<file path="src/rtl/shift_rot_pkg.sv">
package shift_rot_pkg;
   typedef enum logic [1:0] {
      OPK_NONE = 2'd0,
      OPK_SWAP = 2'd1,
      OPK_SLL  = 2'd2,
      OPK_RLC  = 2'd3
   } opk_e;

   typedef struct packed {
      opk_e       kind;
      logic       dbl;
      logic [1:0] sel;
   } dec_t;

   localparam logic [6:0] GRP_SWAP = 7'h08;
   localparam logic [6:0] GRP_SLL  = 7'h09;
   localparam logic [6:0] GRP_RLC  = 7'h0A;
endpackage

</file>
<file path="src/rtl/sr_decode.sv">
module sr_decode
   import shift_rot_pkg::*;
#(
   parameter int OPC_W = 10
) (
   input  logic             in_valid,
   input  logic [OPC_W-1:0] opcode,
   output dec_t             dec
);
   localparam int GRP_W = OPC_W - 3;

   initial begin
      assert (OPC_W >= 10) else $error("OPC_W must be at least 10");
   end

   logic [GRP_W-1:0] grp;
   assign grp = opcode[OPC_W-1:3];

   always_comb begin
      dec.kind = OPK_NONE;
      dec.dbl  = opcode[2];
      dec.sel  = opcode[1:0];
      if (in_valid) begin
         if (grp == GRP_W'(GRP_SWAP))     dec.kind = OPK_SWAP;
         else if (grp == GRP_W'(GRP_SLL)) dec.kind = OPK_SLL;
         else if (grp == GRP_W'(GRP_RLC)) dec.kind = OPK_RLC;
      end
   end
endmodule

</file>
<file path="src/rtl/sr_datapath.sv">
module sr_datapath
   import shift_rot_pkg::*;
#(
   parameter int DATA_W = 16
) (
   input  dec_t              dec,
   input  logic [DATA_W-1:0] val,
   input  logic              c_in,
   input  logic              o_in,
   output logic [DATA_W-1:0] res,
   output logic              s_out,
   output logic              z_out,
   output logic              c_out,
   output logic              o_out
);
   localparam int HALF = DATA_W / 2;

   initial begin
      assert (DATA_W >= 4 && (DATA_W % 2) == 0) else $error("DATA_W must be even and >= 4");
   end

   logic [DATA_W-1:0] sh1, sh2, rot1, rot2;

   genvar i;
   generate
      for (i = 0; i < DATA_W; i++) begin : g_bit
         if (i == 0) begin : g_lsb
            assign sh1[i]  = 1'b0;
            assign sh2[i]  = 1'b0;
            assign rot1[i] = c_in;
            assign rot2[i] = o_in;
         end else if (i == 1) begin : g_b1
            assign sh1[i]  = val[0];
            assign sh2[i]  = 1'b0;
            assign rot1[i] = val[0];
            assign rot2[i] = c_in;
         end else begin : g_up
            assign sh1[i]  = val[i-1];
            assign sh2[i]  = val[i-2];
            assign rot1[i] = val[i-1];
            assign rot2[i] = val[i-2];
         end
      end
   endgenerate

   always_comb begin
      res   = '0;
      c_out = c_in;
      o_out = o_in;
      s_out = 1'b0;
      unique case (dec.kind)
         OPK_SWAP: begin
            res   = dec.dbl ? {val[HALF-1:0], val[HALF-1:0]}
                            : {val[HALF-1:0], val[DATA_W-1:HALF]};
            s_out = res[HALF-1];
         end
         OPK_SLL: begin
            res   = dec.dbl ? sh2 : sh1;
            s_out = res[DATA_W-1];
         end
         OPK_RLC: begin
            res   = dec.dbl ? rot2 : rot1;
            c_out = val[DATA_W-1];
            if (dec.dbl) o_out = val[DATA_W-2];
            s_out = res[DATA_W-1];
         end
         default: begin
            c_out = 1'b0;
            o_out = 1'b0;
         end
      endcase
      z_out = (dec.kind != OPK_NONE) && (res == '0);
   end

   always_comb begin
      if (dec.kind == OPK_SWAP && dec.dbl)
         AST_DSWAP_HALVES: assert (res[DATA_W-1:HALF] == val[HALF-1:0]);
   end
endmodule

</file>
<file path="src/rtl/shift_rotate_unit.sv">
module shift_rotate_unit
   import shift_rot_pkg::*;
#(
   parameter int DATA_W     = 16,
   parameter int OPC_W      = 10,
   parameter int CYC_SINGLE = 6,
   parameter int CYC_DOUBLE = 8,
   parameter int CYC_W      = $clog2(CYC_DOUBLE + 1)
) (
   input  logic              clk,
   input  logic              rst_n,
   input  logic              in_valid,
   input  logic [OPC_W-1:0]  opcode,
   input  logic [DATA_W-1:0] reg_val,
   input  logic              c_in,
   input  logic              o_in,
   output logic              wr_en,
   output logic [1:0]        wr_sel,
   output logic [DATA_W-1:0] result,
   output logic              s_out,
   output logic              z_out,
   output logic              c_out,
   output logic              o_out,
   output logic [CYC_W-1:0]  cycles
);
   localparam int GRP_W = OPC_W - 3;

   initial begin
      assert (CYC_DOUBLE > CYC_SINGLE && CYC_SINGLE > 0) else $error("cycle costs out of order");
   end

   dec_t              dec;
   logic [DATA_W-1:0] n_res;
   logic              n_s, n_z, n_c, n_o;

   sr_decode #(.OPC_W(OPC_W)) u_dec (
      .in_valid(in_valid), .opcode(opcode), .dec(dec)
   );

   sr_datapath #(.DATA_W(DATA_W)) u_dp (
      .dec(dec), .val(reg_val), .c_in(c_in), .o_in(o_in),
      .res(n_res), .s_out(n_s), .z_out(n_z), .c_out(n_c), .o_out(n_o)
   );

   logic act;
   assign act = (dec.kind != OPK_NONE);

   always_ff @(posedge clk) begin
      if (!rst_n || !act) begin
         wr_en  <= 1'b0;
         wr_sel <= '0;
         result <= '0;
         s_out  <= 1'b0;
         z_out  <= 1'b0;
         c_out  <= 1'b0;
         o_out  <= 1'b0;
         cycles <= '0;
      end else begin
         wr_en  <= 1'b1;
         wr_sel <= dec.sel;
         result <= n_res;
         s_out  <= n_s;
         z_out  <= n_z;
         c_out  <= n_c;
         o_out  <= n_o;
         cycles <= dec.dbl ? CYC_W'(CYC_DOUBLE) : CYC_W'(CYC_SINGLE);
      end
   end

   logic in_swap, in_rlc;
   assign in_swap = in_valid && (opcode[OPC_W-1:3] == GRP_W'(GRP_SWAP));
   assign in_rlc  = in_valid && (opcode[OPC_W-1:3] == GRP_W'(GRP_RLC));

   AST_CYC_LEGAL: assert property (@(posedge clk) disable iff (!rst_n)
      wr_en |-> (cycles == CYC_W'(CYC_SINGLE) || cycles == CYC_W'(CYC_DOUBLE)));
   AST_IDLE_ZERO: assert property (@(posedge clk) disable iff (!rst_n)
      !wr_en |-> (result == '0 && cycles == '0 && !c_out && !o_out));
   AST_SEL_FOLLOWS: assert property (@(posedge clk) disable iff (!rst_n)
      wr_en |-> wr_sel == $past(opcode[1:0]));
   AST_SWAP_KEEPS_CO: assert property (@(posedge clk) disable iff (!rst_n)
      in_swap |=> (wr_en && c_out == $past(c_in) && o_out == $past(o_in)));
   AST_RLC_CARRY: assert property (@(posedge clk) disable iff (!rst_n)
      in_rlc |=> (wr_en && c_out == $past(reg_val[DATA_W-1])));
   AST_ZERO_FLAG: assert property (@(posedge clk) disable iff (!rst_n)
      wr_en |-> z_out == (result == '0));
endmodule

</file>
<file path="config.mk">
export PLATFORM = sky130hd
export DESIGN_NAME = shift_rotate_unit
export DESIGN_NICKNAME = d
export VERILOG_FILES = /design/src/rtl/shift_rot_pkg.sv /design/src/rtl/sr_decode.sv /design/src/rtl/sr_datapath.sv /design/src/rtl/shift_rotate_unit.sv
export SDC_FILE = /design/constraint.sdc
export NUM_CORES = 1
export LEC_CHECK = 0
export ABC_AREA = 1
export ABC_CLOCK_PERIOD_IN_PS = 1470
export CAP_MARGIN = 20
export CORE_ASPECT_RATIO = 1.5
export CORE_MARGIN = 4
export CORE_UTILIZATION = 42
export CTS_CLUSTER_DIAMETER = 120
export DETAILED_ROUTE_END_ITERATION = 16
export PLACE_DENSITY = 0.87
export SLEW_MARGIN = 20
export SYNTH_ARGS = -nofsm -noshare
export SYNTH_HDL_FRONTEND = slang
export SYNTH_SLANG_ARGS = --single-unit
</file>
<file path="constraint.sdc">
create_clock -name clk -period 1.47 [get_ports clk]
set_input_delay 0.3675 -clock clk [delete_from_list [all_inputs] [get_ports clk]]
set_output_delay 0.3675 -clock clk [all_outputs]
set_load 0.02 [all_outputs]
</file>
==> results_dict.tcl <==
set metrics [dict create \
    outcome "complete, but fails checks" \
    violations "setup timing" \
    ant_nets 0 \
    fin_crit_ps 1500 \
    io_buffers 56 \
    dieWidth_um 55.3 \
    track_usage 0.225 \
    maxCapViolations 0 \
    num_antenna_cells 0 \
    synth-seq-cells 25 \
    grt_pass1_wl_um 7870 \
    fill_cells 208 \
    final_nets 337 \
    critPathKind "in -> reg" \
    max_clock_freq_ghz 0.668 \
    netlist.area_leader.share 0.356 \
    post-route-util 0.803 \
    layout_setup_ws_ps -27.1 \
    cts.reportedPaths.clkPinSlew_ps 90 \
    hold_viol 0 \
    synth_area_per_cell_um2 6.87 \
    dp_cells 333 \
    hold_buffers 0 \
    cts_inserted_buffers 3 \
    path_common_cell "nor2_1" \
    worstPathRequired_ps 1680 \
    wl_per_cell_um 15.3 \
    slowest_stage "clkdlybuf4s50_1" \
    crit_chain "clkdlybuf4s50_1 > nor2_1 > nor2_1 > nand3_2 > nand2_1 > nor2_1 > nand2_1 > nor2_1 > nand2_1 > nor2_1" \
    layout-drive-gt1-share 0.393 \
    start_util 0.441 \
    synthTopCellsByArea "dfxtp_1 (36%), nor2_1 (15%), nand3_1 (10%)" \
    min_period_over_period 1.02 \
    final-max-slew-violation-count 0 \
    peakVddDrop_v 0.000381 \
    crit_arrival_ps 1710 \
    antenna_found_initial 0 \
    dp_hpwl_um 3230 \
    leakage_nw 1.23 \
    drc 0 \
    synth_edf_count 0 \
    h-tree-depth 1 \
    grt_pass1_vias 1797 \
    grt_overflow 0 \
    synth-seq-area-share 0.356 \
    syn_area_um2 1410 \
    grt_max_degree 16 \
    synth_warnings 0 \
    synthFlopType "dfxtp_1" \
    worst-path-max-fanout 2 \
    cp_slowest_stage_delay_ps 440 \
    async_flop_share 0 \
    cp-start-kind "input port" \
    syn-num-nets 236 \
    yosys-top-cells-count "nor2_1 (55), nand3_1 (28), dfxtp_1 (25), a21oi_1 (21), nand2_1 (20)" \
    core-area_um2 3190 \
    die_h_um 78.9 \
    cp-endpoint "z_out$_SDFF_PN0_" \
    hold_path.class "in -> reg" \
    synth_most_common_cell "nor2_1" \
    num_io_pins 58 \
    fin_cells 345 \
    syn2layout_area_growth_pct 82.0 \
    via_per_inst 5.30 \
    end_kind "flip-flop" \
    num_rows 25 \
    cts.path.max_buffers 2 \
    clockRootBuffer "clkbuf_8" \
    netlist_instances 205 \
    cts_sinks 25 \
    dp_slack_ps -531 \
    setup_viol 1 \
    power.density_nw_per_um2 557 \
    vias 1829 \
    wl_um 5290 \
    synthDistinctLibCells 25 \
    dr.first_iter.drc_count 112 \
    synth_top_cell_by_area "dfxtp_1" \
    dieArea_um2 4360 \
    cp-startpoint "reg_val[8]" \
    first_pass_iters 6 \
    gp_congestion 0.922 \
    cts_tree "yes" \
]
stage by stage:
stage                     hold WS, ps  instance area, um^2  power (W)  setup TNS, ps
after global routing              524                 2560    0.00148          -65.3
final                             521                 2560    0.00143          -27.1
after floorplan                   480                 1410   0.000816              0
after global placement            906                 2260   0.000971          -8640
after detailed placement          919                 2260   0.000972          -9080
after CTS                         635                 2430    0.00138              0
cell usage in the layout (no fill, tap or decap), types with 5 or more instances in the layout:
| master | n |
|---|---|
| buf_4 | 43 |
| nor2_2 | 14 |
| nand3_1 | 16 |
| buf_12 | 5 |
| clkbuf_2 | 5 |
| dlygate4sd2_1 | 28 |
| nand2_1 | 15 |
| dfxtp_1 | 25 |
| nor2_1 | 43 |
| clkdlybuf4s50_1 | 17 |
| inv_1 | 14 |
| a21oi_1 | 16 |
| nand3_2 | 11 |
| nand2_2 | 6 |
| a21oi_2 | 5 |
timing repair:
action,CTS,global route
pin swaps,14,19
setup buffers,4,3
endpoints found under the setup margin,50,3
resized for setup,65,48
cloned,1,0
how the worst min path moves through the flow:
stage / start / end / slack, ps / depth (start not counted)
global placement: opcode[0] / wr_sel[0]$_SDFF_PN0_ / 910 / 3
floorplan: opcode[0] / wr_sel[0]$_SDFF_PN0_ / 480 / 2
CTS: opcode[1] / wr_sel[1]$_SDFF_PN0_ / 630 / 3
global route: reg_val[14] / o_out$_SDFF_PN0_ / 520 / 3
finish: reg_val[14] / o_out$_SDFF_PN0_ / 520 / 3
detailed placement: opcode[1] / wr_sel[1]$_SDFF_PN0_ / 920 / 3
critical path: cells and delay by family:
kind / cells / cell delay [ps]
simple gates: 9 / 900
buf+inv: 1 / 440
area by class of cell:
cell class,count,area [um^2],share of cell area
inverter,20,78.8,0.0308
tap,40,50.0,0.0195
clock buffer,3,41.3,0.0161
clock inverter,1,5.00,0.00195
timing repair buffer,109,1010,0.394
sequential,25,500,0.195
multi-input combinational,147,876,0.342
kinds of logic (layout without fill, tap and decap cells):
logic type,count (synthesis),after routing,share of synthesized area
flip-flops,25,25,0.356
other,1,1,0.00266
buffers and inverters,33,133,0.152
AND/OR/NAND/NOR,118,118,0.386
AO/OA/AOI/OAI,28,28,0.104
layer usage:
metal	part of all wire	GRT usage	vias up
met3	0.069	0.0293	28
met1	0.35	0.221	836
met4	0.058	0.153	0
met5	0	0	-
met2	0.52	0.428	106
li1	-	-	859
power by group:
group	switching [W]	internal, W
Combinational	0.000174	0.000163
Clock	0.000222	0.000190
Sequential	0.000000137	0.000677
Total	0.000396	0.00103
state kept, by name, summed over array words and instances (netlist names):
name	flops
z_out	1
cycles	2
result	16
wr_en	1
s_out	1
o_out	1
c_out	1
wr_sel	2
(Power assumes the default switching activity.)
